**src/rtl/sdr_regbank_pkg.sv**
```systemverilog
// Package: shared widths, register offsets and the identification sequence
// for the card host controller register bank.
// Assumes byte addressing with word-aligned register offsets.
package sdr_regbank_pkg;

    localparam int ADDR_W = 12;
    localparam int DATA_W = 32;
    localparam int STAT_W = 22;
    localparam int CLR_W  = 11;
    localparam int N_IRQ  = 2;
    localparam int ID_N   = 8;

    localparam logic [11:0] OFS_POWER = 12'h000;
    localparam logic [11:0] OFS_CLOCK = 12'h004;
    localparam logic [11:0] OFS_ARG   = 12'h008;
    localparam logic [11:0] OFS_CMD   = 12'h00C;
    localparam logic [11:0] OFS_TIMER = 12'h024;
    localparam logic [11:0] OFS_LEN   = 12'h028;
    localparam logic [11:0] OFS_DCTRL = 12'h02C;
    localparam logic [11:0] OFS_COUNT = 12'h030;
    localparam logic [11:0] OFS_STAT  = 12'h034;
    localparam logic [11:0] OFS_CLR   = 12'h038;
    localparam logic [11:0] OFS_MASK0 = 12'h03C;
    localparam logic [11:0] OFS_ID    = 12'hFE0;

    // Fixed identification byte for word index idx of the ID window.
    function automatic logic [7:0] id_byte(input logic [2:0] idx);
        case (idx)
            3'd0:    id_byte = 8'h81;
            3'd1:    id_byte = 8'h11;
            3'd2:    id_byte = 8'h04;
            3'd3:    id_byte = 8'h00;
            3'd4:    id_byte = 8'h0D;
            3'd5:    id_byte = 8'hF0;
            3'd6:    id_byte = 8'h05;
            default: id_byte = 8'hB1;
        endcase
    endfunction

endpackage

```
**src/rtl/sdr_cfg_regs.sv**
```systemverilog
// Module: configuration registers written over the bus (power, clock,
// argument, command, data timer, data length, data control).
// Assumes a single write strobe with full-word data and no byte enables.
module sdr_cfg_regs
    import sdr_regbank_pkg::*;
#(
    parameter int AW = ADDR_W,
    parameter int DW = DATA_W,
    parameter int LEN_W = 16,
    parameter int BYTE_W = 8
) (
    input  logic              clk,
    input  logic              rst_n,
    input  logic              wr,
    input  logic [AW-1:0]     addr,
    input  logic [DW-1:0]     wdata,
    output logic [BYTE_W-1:0] power_q,
    output logic [BYTE_W-1:0] clock_q,
    output logic [DW-1:0]     arg_q,
    output logic [DW-1:0]     cmd_q,
    output logic [DW-1:0]     timer_q,
    output logic [LEN_W-1:0]  len_q,
    output logic [BYTE_W-1:0] dctrl_q
);

    // Load the addressed register on a write; all clear on reset.
    always_ff @(posedge clk) begin
        if (!rst_n) begin
            power_q <= '0;
            clock_q <= '0;
            arg_q   <= '0;
            cmd_q   <= '0;
            timer_q <= '0;
            len_q   <= '0;
            dctrl_q <= '0;
        end else if (wr) begin
            case (addr)
                AW'(OFS_POWER): power_q <= wdata[BYTE_W-1:0];
                AW'(OFS_CLOCK): clock_q <= wdata[BYTE_W-1:0];
                AW'(OFS_ARG):   arg_q   <= wdata;
                AW'(OFS_CMD):   cmd_q   <= wdata;
                AW'(OFS_TIMER): timer_q <= wdata;
                AW'(OFS_LEN):   len_q   <= wdata[LEN_W-1:0];
                AW'(OFS_DCTRL): dctrl_q <= wdata[BYTE_W-1:0];
                default: ;
            endcase
        end
    end

endmodule

```
**src/rtl/sdr_status_irq.sv**
```systemverilog
// Module: sticky status register with set pulses and a partial clear port,
// plus N_MSK mask registers, each producing one interrupt line.
// Assumes set pulses win over a clear of the same bit in the same cycle.
module sdr_status_irq
    import sdr_regbank_pkg::*;
#(
    parameter int SW = STAT_W,
    parameter int CW = CLR_W,
    parameter int DW = DATA_W,
    parameter int N_MSK = N_IRQ
) (
    input  logic                      clk,
    input  logic                      rst_n,
    input  logic [SW-1:0]             evt_set,
    input  logic                      clr_we,
    input  logic [N_MSK-1:0]          mask_we,
    input  logic [DW-1:0]             wdata,
    output logic [SW-1:0]             status_q,
    output logic [N_MSK-1:0][DW-1:0]  mask_q,
    output logic [N_MSK-1:0]          irq
);

    logic [SW-1:0] clr_vec;

    // Clear vector: only the low CW bits may be cleared by software.
    always_comb begin
        clr_vec = '0;
        if (clr_we) clr_vec[CW-1:0] = wdata[CW-1:0];
    end

    // Status update: clear first, then OR in the event pulses.
    always_ff @(posedge clk) begin
        if (!rst_n) status_q <= '0;
        else        status_q <= (status_q & ~clr_vec) | evt_set;
    end

    for (genvar i = 0; i < N_MSK; i++) begin : g_mask
        // Mask register i, loaded by its own write strobe.
        always_ff @(posedge clk) begin
            if (!rst_n)          mask_q[i] <= '0;
            else if (mask_we[i]) mask_q[i] <= wdata;
        end
        // Interrupt line i: any status bit selected by mask i.
        always_comb irq[i] = |(status_q & mask_q[i][SW-1:0]);
    end

endmodule

```
**src/rtl/sdr_read_mux.sv**
```systemverilog
// Module: combinational read data selection across all mapped offsets,
// the identification window and the FIFO window.
// Assumes unmapped offsets read as zero and no read returns data when idle.
module sdr_read_mux
    import sdr_regbank_pkg::*;
#(
    parameter int AW = ADDR_W,
    parameter int DW = DATA_W,
    parameter int SW = STAT_W,
    parameter int LEN_W = 16,
    parameter int BYTE_W = 8,
    parameter int N_MSK = N_IRQ
) (
    input  logic                     rd,
    input  logic [AW-1:0]            addr,
    input  logic [BYTE_W-1:0]        power_q,
    input  logic [BYTE_W-1:0]        clock_q,
    input  logic [DW-1:0]            arg_q,
    input  logic [DW-1:0]            cmd_q,
    input  logic [DW-1:0]            timer_q,
    input  logic [LEN_W-1:0]         len_q,
    input  logic [BYTE_W-1:0]        dctrl_q,
    input  logic [LEN_W-1:0]         xfer_count,
    input  logic [SW-1:0]            status_q,
    input  logic [N_MSK-1:0][DW-1:0] mask_q,
    input  logic                     fifo_win,
    input  logic                     fifo_empty,
    input  logic [DW-1:0]            fifo_rdata,
    output logic [DW-1:0]            rdata
);

    localparam logic [AW-1:0] ID_BASE = AW'(OFS_ID);

    // Select the word addressed by a read; zero for anything unmapped.
    always_comb begin
        rdata = '0;
        if (rd) begin
            if (addr >= ID_BASE) begin
                rdata = DW'(id_byte(addr[4:2]));
            end else if (fifo_win) begin
                if (!fifo_empty) rdata = fifo_rdata;
            end else begin
                case (addr)
                    AW'(OFS_POWER): rdata = DW'(power_q);
                    AW'(OFS_CLOCK): rdata = DW'(clock_q);
                    AW'(OFS_ARG):   rdata = arg_q;
                    AW'(OFS_CMD):   rdata = cmd_q;
                    AW'(OFS_TIMER): rdata = timer_q;
                    AW'(OFS_LEN):   rdata = DW'(len_q);
                    AW'(OFS_DCTRL): rdata = DW'(dctrl_q);
                    AW'(OFS_COUNT): rdata = DW'(xfer_count);
                    AW'(OFS_STAT):  rdata = DW'(status_q);
                    default: begin
                        for (int m = 0; m < N_MSK; m++)
                            if (addr == AW'(OFS_MASK0) + AW'(4 * m))
                                rdata = mask_q[m];
                    end
                endcase
            end
        end
    end

endmodule

```
**src/rtl/sdr_hostreg_top.sv**
```systemverilog
// Module: top of the card host controller register bank. Decodes the bus,
// holds configuration, status and masks, drives two interrupt lines and
// guards accesses to the external data FIFO.
// Assumes bus_wr and bus_rd are never high together.
module sdr_hostreg_top
    import sdr_regbank_pkg::*;
(
    input  logic         clk,
    input  logic         rst_n,
    input  logic [11:0]  bus_addr,
    input  logic         bus_wr,
    input  logic         bus_rd,
    input  logic [31:0]  bus_wdata,
    output logic [31:0]  bus_rdata,
    input  logic [21:0]  evt_set,
    input  logic [15:0]  xfer_count,
    input  logic         fifo_empty,
    input  logic [31:0]  fifo_rdata,
    output logic         fifo_pop,
    output logic         fifo_push,
    output logic [31:0]  fifo_wdata,
    output logic [7:0]   cfg_power,
    output logic [7:0]   cfg_clock,
    output logic [31:0]  cmd_arg,
    output logic [31:0]  cmd_word,
    output logic [31:0]  data_timer,
    output logic [15:0]  data_len,
    output logic [7:0]   data_ctrl,
    output logic [1:0]   irq_line
);

    localparam int LEN_W  = 16;
    localparam int BYTE_W = 8;

    logic [STAT_W-1:0]            status_q;
    logic [N_IRQ-1:0][DATA_W-1:0] mask_q;
    logic                         clr_we;
    logic [N_IRQ-1:0]             mask_we;
    logic                         fifo_win;

    // Decode strobes for the clear port, the masks and the FIFO window.
    always_comb begin
        clr_we   = bus_wr && (bus_addr == OFS_CLR);
        fifo_win = (bus_addr[11:6] == 6'b000010);
        for (int m = 0; m < N_IRQ; m++)
            mask_we[m] = bus_wr && (bus_addr == OFS_MASK0 + 12'(4 * m));
    end

    // FIFO pass-through with empty and zero-count guards.
    always_comb begin
        fifo_pop   = bus_rd && fifo_win && !fifo_empty;
        fifo_push  = bus_wr && fifo_win && (xfer_count != '0);
        fifo_wdata = bus_wdata;
    end

    sdr_cfg_regs #(
        .AW(ADDR_W), .DW(DATA_W), .LEN_W(LEN_W), .BYTE_W(BYTE_W)
    ) cfg_i (
        .clk(clk), .rst_n(rst_n), .wr(bus_wr), .addr(bus_addr),
        .wdata(bus_wdata), .power_q(cfg_power), .clock_q(cfg_clock),
        .arg_q(cmd_arg), .cmd_q(cmd_word), .timer_q(data_timer),
        .len_q(data_len), .dctrl_q(data_ctrl)
    );

    sdr_status_irq #(
        .SW(STAT_W), .CW(CLR_W), .DW(DATA_W), .N_MSK(N_IRQ)
    ) stat_i (
        .clk(clk), .rst_n(rst_n), .evt_set(evt_set), .clr_we(clr_we),
        .mask_we(mask_we), .wdata(bus_wdata), .status_q(status_q),
        .mask_q(mask_q), .irq(irq_line)
    );

    sdr_read_mux #(
        .AW(ADDR_W), .DW(DATA_W), .SW(STAT_W), .LEN_W(LEN_W),
        .BYTE_W(BYTE_W), .N_MSK(N_IRQ)
    ) rmux_i (
        .rd(bus_rd), .addr(bus_addr), .power_q(cfg_power),
        .clock_q(cfg_clock), .arg_q(cmd_arg), .cmd_q(cmd_word),
        .timer_q(data_timer), .len_q(data_len), .dctrl_q(data_ctrl),
        .xfer_count(xfer_count), .status_q(status_q), .mask_q(mask_q),
        .fifo_win(fifo_win), .fifo_empty(fifo_empty),
        .fifo_rdata(fifo_rdata), .rdata(bus_rdata)
    );

endmodule

```
**config.mk**
```make
export PLATFORM = sky130hd
export DESIGN_NAME = sdr_hostreg_top
export DESIGN_NICKNAME = d
export VERILOG_FILES = /design/src/rtl/sdr_regbank_pkg.sv /design/src/rtl/sdr_cfg_regs.sv /design/src/rtl/sdr_status_irq.sv /design/src/rtl/sdr_read_mux.sv /design/src/rtl/sdr_hostreg_top.sv
export SDC_FILE = /design/constraint.sdc
export NUM_CORES = 1
export LEC_CHECK = 0
export BUFFER_PORTS_ARGS = -buffer_cell sky130_fd_sc_hd__buf_2
export CAP_MARGIN = 10
export CORE_UTILIZATION = 53
export DETAILED_ROUTE_END_ITERATION = 8
export PLACE_DENSITY = 0.89
export SETUP_SLACK_MARGIN = 0.02
export SKIP_LAST_GASP = 1
export SYNTH_ARGS = -nofsm -noshare
export SYNTH_HDL_FRONTEND = slang
export SYNTH_SLANG_ARGS = --single-unit
```
**constraint.sdc**
```tcl
create_clock -name clk -period 2.33 [get_ports clk]
set_input_delay 0 -clock clk [delete_from_list [all_inputs] [get_ports clk]]
set_output_delay 0 -clock clk [all_outputs]
set_load 0.01 [all_outputs]
```
==> out/qor.json, run 1 <==
{
  "status": {
    "status": "finished clean"
  },
  "clock_tree": {
    "clkTransAtPathRegs_ps": 60,
    "ctsLongestPathBuffers": 3,
    "clock_latency_of_the_later_clocked_register_in_the_worst_skew_pair_ps": 520,
    "cts-buffers-inserted": 24,
    "clockRootBuffer": "clkbuf_16",
    "numClockSinks": 222,
    "tritoncts": "done",
    "htree_levels": 1
  },
  "setup_path": {
    "reg2reg_depth": 3,
    "worst_path_largest_cell_delay_ps": 400,
    "cpMaxStageDelayCell": "o41ai_2",
    "cp_cell_sequence": "mux2_2, a22oi_1, o22ai_1, o41ai_2, buf_4, a21oi_1, buf_2",
    "cp-start-kind": "register",
    "startpoint": "cfg_i.cmd_q[5]",
    "timing.critical_path.buf_inv": 2,
    "critical_path_depth": 7,
    "worst-path-max-fanout": 3,
    "data_arrival_time_of_the_worst_path_ps": 2280,
    "origin_of_the_critical_flop_to_flop_path": "stat_i.status_q[10]",
    "ff2ff_setup_slack_ps": 880,
    "path_delay_family": "compound AO/OA/AOI/OAI gates",
    "cp_data_required_time_ps": 2330,
    "timing.rr.end": "stat_i.status_q[10]",
    "category_of_the_most_critical_setup_path": "register to primary output",
    "setup.worst_path.end_class": "primary output"
  },
  "detailed_routing": {
    "ant_nets": 0,
    "vias": 13154,
    "drt_first_pass_iters": 5,
    "route.detailed.drc": 0,
    "wire_per_inst_um": 23.9,
    "drt_iter0_markers": 1500,
    "drt_wl_total_mm": 49.1,
    "post_drt_via_cell_ratio": 6.40
  },
  "global_routing": {
    "grt_start_max_net_pins": 103,
    "grt_first_pass_wirelength_mm": 72.7,
    "overflow": 0,
    "grt_pass1_vias": 12425,
    "total_global_route_track_usage_pct": 43.2,
    "antenna_found_initial": 0
  },
  "die": {
    "start_util_pct": 54.0,
    "die-width_um": 148,
    "io-pin-count": 323,
    "rows": 53,
    "core_area_mm2": 0.0210,
    "die_footprint_mm2": 0.0220,
    "chipHeight_um": 148
  },
  "hold_path": {
    "hold_path_class": "input pin to register",
    "min_to": "stat_i.mask_q[2]",
    "whs_path_depth": 4,
    "min_from": "bus_wr"
  },
  "power_and_ir_drop": {
    "total_power_w": 0.00864,
    "powerDensity_mw_per_mm2": 573,
    "vdd_drop_max_uv": 530,
    "total_leakage_power_nw": 6.18
  },
  "timing": {
    "fin_worst_hold_slack_ps": 144,
    "worst_clock_skew_ps": 0,
    "timing_hold_violations_final": 0,
    "worst_pin_slew_ps": 726,
    "fmaxAchievable_mhz": 439,
    "finalCriticalPeriod_ps": 2280,
    "finalWorstSetupSlack_ps": 52.0,
    "rsz0062_at_grt": "no",
    "setup_viol_count_final": 0,
    "relSlewSlack_pct": 51.2,
    "report.final.slew_viol_count": 0,
    "period_share_pct": 97.8,
    "fin_setup_tns_ps": 0
  },
  "place": {
    "place_worst_setup_slack_ps": -4.23,
    "dp.final_hpwl_mm": 34.0,
    "placement.cell_area_mm2": 0.0134,
    "routabilityCongestion": 0.988,
    "buffers_added_on_ports": 322
  },
  "synth": {
    "syn_std_cell_area_mm2": 0.0114,
    "post-synth-top-count-cell": "nand2_1",
    "synth.yosys.warnings": 0,
    "async_flop_share_pct": 0,
    "ys_top_cells_by_count": "nand2_1, dfxtp_1, a21boi_0",
    "yosys.area.top_type_share_pct": 39.1,
    "ys_seq_area_share_pct": 39.1,
    "netlist_instances": 1394,
    "synth_edf_count": 0,
    "synthesis.area_per_instance_um2": 8.15,
    "post_synth_main_area_contributors": "dfxtp_1, nand2_1, a21boi_0",
    "synth-seq-cells": 222,
    "synth_top_cell_by_area": "dfxtp_1",
    "post_synth_num_cell_types": 68,
    "syn-num-nets": 1513,
    "synth_ff_type": "dfxtp_1"
  },
  "layout": {
    "post-route-cell-area_mm2": 0.0151,
    "layout-drive-gt1-share_pct": 28.6,
    "fin_nets": 1883,
    "num_antenna_cells": 0,
    "area_growth_syn_to_layout_pct": 32.7
  },
  "run": {
    "cap_violations": 0
  }
}
==> layout make-up <==
cell class	count	area [um2]
clock inverter	14	143
fill	1531	5950
sequential	222	4440
timing repair buffer	495	3240
clock buffer	29	681
inverter	3	11.3
multi-input combinational	1018	6210
tap	275	344
==> metal layers <==
metal  global-route usage, %  part of all wire [%]  vias up  wire, um
met5                       0                     0        -         0
met4                    26.6                   6.7        0      3290
met3                    9.05                    12      275      5940
met2                    68.8                    45     1088     22000
met1                    53.6                    37     6154     17900
li1                        -                     -     5637         -
==> worst register-to-register path, stage by stage, from the launching register on <==
cell           delay (ps)
dfxtp_1               460
a21boi_0              250
o21a_1                150
dlygate4sd3_1         540
==> how the worst max path moves through the flow <==
stage                    endpoint  slack (ps)
detailed placement  bus_rdata[22]          -4
CTS                 bus_rdata[28]          40
floorplan           bus_rdata[25]         390
finish               bus_rdata[5]          50
global placement    bus_rdata[26]          60
global route        bus_rdata[24]          30
==> where the power goes <==
group          internal, W  switching, W
Combinational     0.000341      0.000435
Clock              0.00231       0.00167
Sequential         0.00382     0.0000530
==> registers in the layout, summed over array words and instances (netlist names) <==
register         cells
stat_i.mask_q       64
cfg_i.arg_q         32
cfg_i.cmd_q         32
cfg_i.timer_q       32
stat_i.status_q     22
cfg_i.len_q         16
cfg_i.clock_q        8
cfg_i.dctrl_q        8
cfg_i.power_q        8
==> through the flow <==
stage | std cells | utilization (%)
4_1_cts | 2049 | 71.2
3_5_place_dp | 1936 | 63.8
2_1_floorplan | 1394 | -
6_report | 2056 | 71.7
3_3_place_gp | 1936 | 63.8
5_1_grt | 2056 | 71.7
==> cell families after synthesis <==
group / Yosys count / share of synthesized area [%]
compound gates: 396 / 26.7
buf+inv: 154 / 6.80
flops: 222 / 39.1
mux: 53 / 4.95
simple gates: 569 / 22.4
==> cell usage in the layout (no fill, tap or decap), drive strengths merged, types with 7 or more instances in the layout <==
cell and instances:
nand2 425, buf 424, dfxtp 222, a21boi 196, dlygate4sd3 70, a221oi 51, mux2i 37, a22oi 33
clkbuf 30, o21a 24, nor2 24, nor2b 20, nor4 20, nand3 18, a21oi 18, mux2 15
o21ai 13, a22o 11, and4 10, nand4 10, and2 9, nor3 8, clkinv 8, and3 7
==> repair_timing <==
action | CTS | global route
cloned | 0 | 1
buffers inserted | 0 | 6
setup endpoints to repair | 2 | 17
endpoints found under the hold margin | 221 | 0
pin swaps | 0 | 4
resized for setup | 2 | 9
hold buffers | 70 | 0
No activity file was read; power rests on OpenSTA's default activity.
==> run 2: changes to the inputs <==
--- a/config.mk
+++ b/config.mk
@@ -5,11 +5,12 @@
 export SDC_FILE = /design/constraint.sdc
 export NUM_CORES = 1
 export LEC_CHECK = 0
+export ABC_AREA = 1
 export BUFFER_PORTS_ARGS = -buffer_cell sky130_fd_sc_hd__buf_2
 export CAP_MARGIN = 10
-export CORE_UTILIZATION = 53
+export CORE_UTILIZATION = 48
 export DETAILED_ROUTE_END_ITERATION = 8
-export PLACE_DENSITY = 0.89
+export PLACE_DENSITY = 0.86
 export SETUP_SLACK_MARGIN = 0.02
 export SKIP_LAST_GASP = 1
 export SYNTH_ARGS = -nofsm -noshare
==> constraint.sdc (replaced) <==
create_clock -name clk -period 1.9 [get_ports clk]
set_input_delay 0 -clock clk [delete_from_list [all_inputs] [get_ports clk]]
set_output_delay 0 -clock clk [all_outputs]
set_load 0.01 [all_outputs]
==> out/qor.json, run 2 <==
{
  "setup_path": {
    "category_of_the_most_critical_setup_path": "register to primary output",
    "cpMaxStageDelayCell": "nor4_2",
    "data_arrival_time_of_the_worst_path": {"value": 1810, "unit": "ps", "change": "-470 ps"},
    "cp_cell_sequence": "inv_2, o22ai_1, nor4_2, buf_4, nand4_1, buf_2",
    "worst_path_largest_cell_delay": {"value": 370, "unit": "ps", "change": "-30 ps"},
    "cp-start-kind": "register",
    "setup.worst_path.end_class": "primary output",
    "worst-path-max-fanout": {"value": 3, "change": "unchanged"},
    "cp_data_required_time": {"value": 1900, "unit": "ps", "change": "-430 ps"}
  },
  "clock_tree": {
    "cts-buffers-inserted": {"value": 25, "change": "+4.2%"},
    "clkTransAtPathRegs": {"value": 60, "unit": "ps", "change": "about the same"},
    "ctsLongestPathBuffers": {"value": 3, "change": "unchanged"},
    "tritoncts": "done",
    "clockRootBuffer": "clkbuf_16",
    "clock_latency_of_the_later_clocked_register_in_the_worst_skew_pair": {"value": 530, "unit": "ps", "change": "about the same"},
    "numClockSinks": {"value": 222, "change": "unchanged"},
    "htree_levels": {"value": 1, "change": "unchanged"}
  },
  "power_and_ir_drop": {
    "powerDensity": {"value": 754, "unit": "mW/mm2", "change": "+32%"},
    "seq_power_share": {"value": 43.2, "unit": "%", "change": "-1.7 points"},
    "vdd_drop_max": {"value": 513, "unit": "uV", "change": "-3.3%"},
    "clock_power_share": {"value": 49.4, "unit": "%", "change": "+3.3 points"},
    "combinationalPowerShare": {"value": 7.4, "unit": "%", "change": "-1.6 points"},
    "p_int": {"value": 0.00840, "unit": "W", "change": "+30%"},
    "total_switching_power": {"value": 0.00254, "unit": "W", "change": "+18%"},
    "switching_share": {"value": 23.2, "unit": "%", "change": "-1.8 points"},
    "total_leakage_power": {"value": 6.42, "unit": "nW", "change": "+3.8%"},
    "total_power": {"value": 0.0109, "unit": "W", "change": "+27%"}
  },
  "synth": {
    "combinational_family_with_the_most_area_after_synthesis": "compound AO/OA/AOI/OAI gates",
    "async_flop_share": {"value": 0, "unit": "%", "change": "unchanged"},
    "synth_ff_type": "dfxtp_1",
    "synth_edf_count": {"value": 0, "change": "unchanged"},
    "post_synth_num_cell_types": {"value": 39, "change": "-43%"},
    "post_synth_main_area_contributors": "dfxtp_1, a21oi_1, o21ai_0",
    "netlist_instances": {"value": 1579, "change": "+13%"},
    "synth-seq-cells": {"value": 222, "change": "unchanged"},
    "syn-num-nets": {"value": 1698, "change": "+12%"},
    "synth_top_cell_by_area": "dfxtp_1",
    "yosys.area.top_type_share": {"value": 39.7, "unit": "%", "change": "+0.62 points"},
    "ys_top_cells_by_count": "inv_1, dfxtp_1, a21oi_1",
    "syn_std_cell_area": {"value": 0.0112, "unit": "mm2", "change": "-1.6%"},
    "synth.yosys.warnings": {"value": 0, "change": "unchanged"},
    "synth_fa_ha_area_share": {"value": 0, "unit": "%", "change": "unchanged"},
    "post-synth-top-count-cell": "inv_1",
    "share_of_synthesized_cell_area_in_and_or_nand_and_nor_gates": {"value": 19.8, "unit": "%", "change": "-2.6 points"},
    "synth-compound-area-share": {"value": 25.6, "unit": "%", "change": "-1.1 points"},
    "yosys-mux-area-fraction": {"value": 0, "unit": "%", "change": "-4.9 points"},
    "ys_seq_area_share": {"value": 39.7, "unit": "%", "change": "+0.62 points"},
    "post_synthesis_xor_xnor_area_fraction": {"value": 0, "unit": "%", "change": "unchanged"},
    "synthesis.area_per_instance": {"value": 7.08, "unit": "um2", "change": "-13%"}
  },
  "timing": {
    "setup_viol_count_final": {"value": 0, "change": "unchanged"},
    "period_share_pct": 95.4,
    "timing_hold_violations_final": {"value": 0, "change": "unchanged"},
    "fin_setup_tns": {"value": 0, "unit": "ps", "change": "unchanged"},
    "fmaxAchievable_mhz": 552,
    "report.final.slew_viol_count": {"value": 0, "change": "unchanged"},
    "worst_pin_slew": {"value": 595, "unit": "ps", "change": "-131 ps"},
    "worst_clock_skew": {"value": 0, "unit": "ps", "change": "unchanged"},
    "rsz0062_at_grt": "no",
    "relSlewSlack": {"value": 60.3, "unit": "%", "change": "+9.1 points"},
    "fin_worst_hold_slack": {"value": 86.4, "unit": "ps", "change": "-58.1 ps"},
    "finalCriticalPeriod_ps": 1810
  },
  "detailed_routing": {
    "post_drt_via_cell_ratio": {"value": 5.75, "change": "-10%"},
    "wire_per_inst": {"value": 19.1, "unit": "um", "change": "-20%"},
    "vias": {"value": 12767, "change": "-2.9%"},
    "drt_iter0_markers": {"value": 1364, "change": "-9.1%"},
    "drt_wl_total": {"value": 42.5, "unit": "mm", "change": "-14%"},
    "drt_first_pass_iters": {"value": 5, "change": "unchanged"},
    "ant_nets": {"value": 0, "change": "unchanged"},
    "route.detailed.drc": {"value": 0, "change": "unchanged"}
  },
  "global_routing": {
    "grt_start_max_net_pins": {"value": 73, "change": "-29%"},
    "total_global_route_track_usage": {"value": 34.6, "unit": "%", "change": "-8.6 points"},
    "grt_pass1_vias": {"value": 11978, "change": "-3.6%"},
    "antenna_found_initial": {"value": 1, "change": "+1"},
    "grt_first_pass_wirelength": {"value": 64.9, "unit": "mm", "change": "-11%"},
    "overflow": {"value": 0, "change": "unchanged"}
  },
  "hold_path": {
    "hold_path_class": "input pin to register"
  },
  "place": {
    "routabilityCongestion": {"value": 0.991, "change": "+0.25%"},
    "placement.cell_area": {"value": 0.0130, "unit": "mm2", "change": "-3.3%"},
    "buffers_added_on_ports": {"value": 322, "change": "unchanged"},
    "dp.final_hpwl": {"value": 29.9, "unit": "mm", "change": "-12%"}
  },
  "layout": {
    "area_growth_syn_to_layout_pct": 29.9,
    "layout_commonest_cell": "buf_2",
    "largest_register_ff_count": {"value": 64, "change": "unchanged"},
    "fin_nets": {"value": 2036, "change": "+8.1%"},
    "mostFrequentLayoutCells": "buf_2, inv_1, dfxtp_1, a21oi_1, o21ai_0",
    "layout-drive-gt1-share": {"value": 26.3, "unit": "%", "change": "-2.2 points"},
    "post-route-cell-area": {"value": 0.0145, "unit": "mm2", "change": "-3.7%"},
    "filler_cell_count": {"value": 1932, "change": "+26%"},
    "final_core_util": {"value": 63.9, "unit": "%", "change": "-7.8 points"},
    "largest-register": "stat_i.mask_q"
  },
  "die": {
    "start_util": {"value": 49.2, "unit": "%", "change": "-4.8 points"},
    "die_footprint": {"value": 0.0239, "unit": "mm2", "change": "+8.6%"},
    "die-width": {"value": 155, "unit": "um", "change": "+4.2%"},
    "core_area": {"value": 0.0227, "unit": "mm2", "change": "+8.0%"},
    "rows": {"value": 55, "change": "+3.8%"},
    "io-pin-count": {"value": 323, "change": "unchanged"},
    "chipHeight": {"value": 155, "unit": "um", "change": "+4.2%"}
  },
  "status": {
    "status": "finished clean"
  },
  "run": {
    "cap_violations": {"value": 0, "change": "unchanged"}
  }
}
[run 2: cell count changes after synthesis, moves of 51 or more]
cell      change
a21boi_0    -144
nand3_1      +75
a21oi_1     +183
a221oi_1     -51
a21boi_1     -52
inv_1       +238
o21ai_0     +178
nand2_1     -275
nor2_1       +80
[run 2: layer usage]
metal  routed length [um]  share of wire, %  vias to the layer above  track usage, %
li1                     -                 -                     5911               -
met3                 4060               9.6                      157            6.33
met4                 1790               4.2                        0            15.5
met2                19800                47                      847            57.7
met5                    0                 0                        -               0
met1                16800                40                     5852            43.5
[run 2: cell type report]
type / instances / area, um2 / area share, %
well taps: 285 / 357 / 2.46
flip-flops and latches: 222 / 4450 / 30.7
clock buffers: 30 / 654 / 4.51
multi-input cells: 976 / 5110 / 35.2
inverters: 253 / 955 / 6.57
diodes: 1 / 2.50 / 0.0172
repair buffers: 439 / 2740 / 18.8
clock inverters: 13 / 250 / 1.72
[run 2: critical path: cells and delay by family, from the launching register on]
family / cells / cell delay [ps]
AOI/OAI and AO/OA: 1 / 80
buffers and inverters: 3 / 420
and+or+nand+nor: 2 / 430
DFF: 1 / 350
[run 2: metrics by stage]
stage	setup slack, ps	instances
6_report	88.0	2219
5_1_grt	20.4	2219
4_1_cts	27.4	2218
3_5_place_dp	-90.0	2116
3_3_place_gp	-21.0	2116
2_1_floorplan	641	1579
[run 2: kinds of logic after synthesis]
logic type | count (synthesis)
AO/OA/AOI/OAI | 523
flip-flops | 222
AND/OR/NAND/NOR | 453
buffers and inverters | 381
[run 2: final timing paths]
path                 startpoint                  to  slack, ps  cells past startpoint
max          stat_i.status_q[6]         irq_line[0]         90                      6
min                      bus_wr   stat_i.mask_q[13]         90                      3
max reg2reg  stat_i.status_q[4]  stat_i.status_q[4]        590                      3
min reg2reg   stat_i.mask_q[56]   stat_i.mask_q[56]        440                      2
[run 2: power by group through the flow]
stage                     Sequential (W)  Clock [W]  Combinational, W
after detailed placement         0.00482          0          0.000681
after global placement           0.00482          0          0.000669
after floorplan                  0.00481          0          0.000369
final                            0.00473    0.00541          0.000809
after CTS                        0.00472    0.00543          0.000783
after global routing             0.00473    0.00562          0.000870
[run 2: what timing repair did]
action,CTS,global route
buffers inserted,0,0
pin swaps,1,2
hold buffers,59,0
endpoints found under the hold margin,222,0
endpoints found under the setup margin,6,27
gates resized for setup,3,22
==> run 3: changes to the inputs <==
--- a/config.mk
+++ b/config.mk
@@ -10,6 +10,7 @@
 export CAP_MARGIN = 10
 export CORE_UTILIZATION = 48
 export DETAILED_ROUTE_END_ITERATION = 8
+export MAX_ROUTING_LAYER = met4
 export PLACE_DENSITY = 0.86
 export SETUP_SLACK_MARGIN = 0.02
 export SKIP_LAST_GASP = 1
==> constraint.sdc (replaced) <==
create_clock -name clk -period 1.9 [get_ports clk]
set_input_delay 0 -clock clk [delete_from_list [all_inputs] [get_ports clk]]
set_output_delay 0 -clock clk [all_outputs]
set_load 0.02 [all_outputs]
==> out/qor.json, run 3 (synthesized netlist as in run 2, its figures left out) <==
{
  "layout": {
    "post-route-cell-area": {"value": 0.0146, "unit": "mm2", "change": "+0.57%"},
    "layout-drive-gt1-share": {"value": 26.4, "unit": "%", "change": "+0.10 points"},
    "largest_register_ff_count": {"value": 64, "change": "unchanged"},
    "filler_cell_count": {"value": 1917, "change": "-0.78%"},
    "layout_commonest_cell": "buf_2",
    "largest-register": "stat_i.mask_q",
    "num_antenna_cells": {"value": 0, "change": "-1"},
    "area_growth_syn_to_layout_pct": 30.6,
    "mostFrequentLayoutCells": "buf_2, inv_1, dfxtp_1, a21oi_1, o21ai_0",
    "fin_nets": {"value": 2039, "change": "+0.15%"}
  },
  "detailed_routing": {
    "post_drt_via_cell_ratio": {"value": 5.73, "change": "-0.42%"},
    "drt_first_pass_iters": {"value": 6, "change": "+1"},
    "route.detailed.drc": {"value": 0, "change": "unchanged"},
    "drt_wl_total": {"value": 43.6, "unit": "mm", "change": "+2.7%"},
    "ant_nets": {"value": 0, "change": "unchanged"},
    "wire_per_inst": {"value": 19.6, "unit": "um", "change": "+2.5%"},
    "drt_iter0_markers": {"value": 1470, "change": "+7.8%"},
    "vias": {"value": 12730, "change": "-0.29%"}
  },
  "clock_tree": {
    "cts-buffers-inserted": {"value": 25, "change": "unchanged"},
    "clock_latency_of_the_later_clocked_register_in_the_worst_skew_pair": {"value": 520, "unit": "ps", "change": "about the same"},
    "htree_levels": {"value": 1, "change": "unchanged"},
    "ctsLongestPathBuffers": {"value": 3, "change": "unchanged"},
    "tritoncts": "done",
    "clkTransAtPathRegs": {"value": 60, "unit": "ps", "change": "about the same"},
    "clockRootBuffer": "clkbuf_16",
    "numClockSinks": {"value": 222, "change": "unchanged"}
  },
  "die": {
    "core_area": {"value": 0.0227, "unit": "mm2", "change": "unchanged"},
    "die_footprint": {"value": 0.0239, "unit": "mm2", "change": "unchanged"},
    "io-pin-count": {"value": 323, "change": "unchanged"},
    "chipHeight": {"value": 155, "unit": "um", "change": "unchanged"},
    "rows": {"value": 55, "change": "unchanged"},
    "die-width": {"value": 155, "unit": "um", "change": "unchanged"},
    "start_util": {"value": 49.2, "unit": "%", "change": "unchanged"}
  },
  "hold_path": {
    "min_from": "bus_wr",
    "hold_path_class": "input pin to register"
  },
  "power_and_ir_drop": {
    "combinationalPowerShare": {"value": 8.0, "unit": "%", "change": "+0.6 points"},
    "total_leakage_power": {"value": 6.43, "unit": "nW", "change": "+0.18%"},
    "clock_power_share": {"value": 47.5, "unit": "%", "change": "-1.9 points"},
    "seq_power_share": {"value": 44.5, "unit": "%", "change": "+1.3 points"},
    "p_int": {"value": 0.00805, "unit": "W", "change": "-4.2%"},
    "powerDensity": {"value": 727, "unit": "mW/mm2", "change": "-3.5%"},
    "total_switching_power": {"value": 0.00257, "unit": "W", "change": "+0.97%"},
    "switching_share": {"value": 24.2, "unit": "%", "change": "+0.95 points"},
    "vdd_drop_max": {"value": 590, "unit": "uV", "change": "+15%"}
  },
  "global_routing": {
    "grt_pass1_vias": {"value": 12260, "change": "+2.4%"},
    "antenna_found_initial": {"value": 0, "change": "-1"},
    "overflow": {"value": 0, "change": "unchanged"},
    "total_global_route_track_usage": {"value": 36.5, "unit": "%", "change": "+1.9 points"},
    "grt_start_max_net_pins": {"value": 98, "change": "+34%"},
    "grt_first_pass_wirelength": {"value": 66.0, "unit": "mm", "change": "+1.8%"}
  },
  "timing": {
    "worst_pin_slew": {"value": 640, "unit": "ps", "change": "+45.2 ps"},
    "worst_clock_skew": {"value": 0, "unit": "ps", "change": "unchanged"},
    "timing_hold_violations_final": {"value": 0, "change": "unchanged"},
    "report.final.slew_viol_count": {"value": 0, "change": "unchanged"},
    "period_share": {"value": 98.0, "unit": "%", "change": "+2.7 points"},
    "fmaxAchievable": {"value": 537, "unit": "MHz", "change": "-2.7%"},
    "fin_setup_tns": {"value": 0, "unit": "ps", "change": "unchanged"},
    "rsz0062_at_grt": "no",
    "finalCriticalPeriod": {"value": 1860, "unit": "ps", "change": "+50.8 ps"},
    "relSlewSlack": {"value": 57.3, "unit": "%", "change": "-3.0 points"},
    "setup_viol_count_final": {"value": 0, "change": "unchanged"}
  },
  "place": {
    "routabilityCongestion": {"value": 1.06, "change": "+7.0%"},
    "buffers_added_on_ports": {"value": 322, "change": "unchanged"},
    "dp.final_hpwl": {"value": 30.5, "unit": "mm", "change": "+2.2%"},
    "placement.cell_area": {"value": 0.0131, "unit": "mm2", "change": "+1.1%"}
  },
  "setup_path": {
    "origin_of_the_critical_flop_to_flop_path": "stat_i.status_q[8]",
    "data_arrival_time_of_the_worst_path": {"value": 1860, "unit": "ps", "change": "+50 ps"},
    "cp_data_required_time": {"value": 1900, "unit": "ps", "change": "about the same"},
    "category_of_the_most_critical_setup_path": "register to primary output",
    "cp-start-kind": "register",
    "startpoint": "stat_i.status_q[1]",
    "worst-path-max-fanout": {"value": 3, "change": "unchanged"},
    "setup.worst_path.end_class": "primary output"
  },
  "status": {
    "status": "finished clean"
  },
  "run": {
    "cap_violations": {"value": 0, "change": "unchanged"}
  }
}
[run 3: cell type report]
class / instances / area [um2] / area share [%]
timing repair buffer: 442 / 2880 / 19.7
sequential: 222 / 4450 / 30.5
inverter: 253 / 956 / 6.55
clock inverter: 11 / 143 / 0.977
multi-input combinational: 976 / 5110 / 35.0
clock buffer: 33 / 716 / 4.90
tap: 285 / 357 / 2.44
[run 3: timing repair]
| action | CTS | global route |
|---|---|---|
| gates cloned | 0 | 0 |
| pin swaps | 0 | 2 |
| hold buffers | 58 | 0 |
| hold endpoints to repair | 222 | 0 |
| setup endpoints to repair | 2 | 16 |
| resized for setup | 2 | 12 |
| setup buffers | 0 | 2 |
[run 3: worst max-delay path: stages, from the launching register on]
cell and delay [ps]:
dfxtp_1 360, inv_1 100, o21ai_0 100, nor4_2 360, buf_4 180, nand4_1 70, buf_4 180
[run 3: power by group through the flow]
stage	Sequential, W	Clock [W]	Combinational, W
floorplan	0.00481	0	0.000402
global placement	0.00482	0	0.000706
detailed placement	0.00482	0	0.000717
CTS	0.00472	0.00505	0.000815
global route	0.00473	0.00524	0.000902
finish	0.00473	0.00504	0.000846
[run 3: stage by stage]
stage | instances | hold WS (ps) | worst slack [ps] | utilization (%) | power [W]
floorplan | 1579 | 83.1 | 443 | - | 0.00521
global placement | 2118 | 203 | 84.1 | 57.7 | 0.00553
detailed placement | 2118 | 217 | 127 | 57.7 | 0.00554
CTS | 2220 | 152 | 15.0 | 64.1 | 0.0106
global route | 2222 | 178 | 12.2 | 64.3 | 0.0109
finish | 2222 | 166 | 37.2 | 64.3 | 0.0106
[run 3: path summary, 6_finish.rpt]
kind	endpoint	slack, ps	cells after the start
setup / recovery	irq_line[0]	40	6
hold / removal	cfg_i.len_q[15]	170	4
setup reg to reg	stat_i.status_q[8]	600	3
hold reg to reg	stat_i.mask_q[27]	450	2
[run 3: layer usage]
layer / part of all wire (%) / up-vias / track usage, % / routed length, um
met5: 0 / - / - / 0
li1: - / 5921 / - / -
met3: 9.6 / 167 / 6.53 / 4200
met1: 39 / 5799 / 43.9 / 17200
met4: 4.5 / 0 / 16.8 / 1960
met2: 46 / 843 / 59.5 / 20200
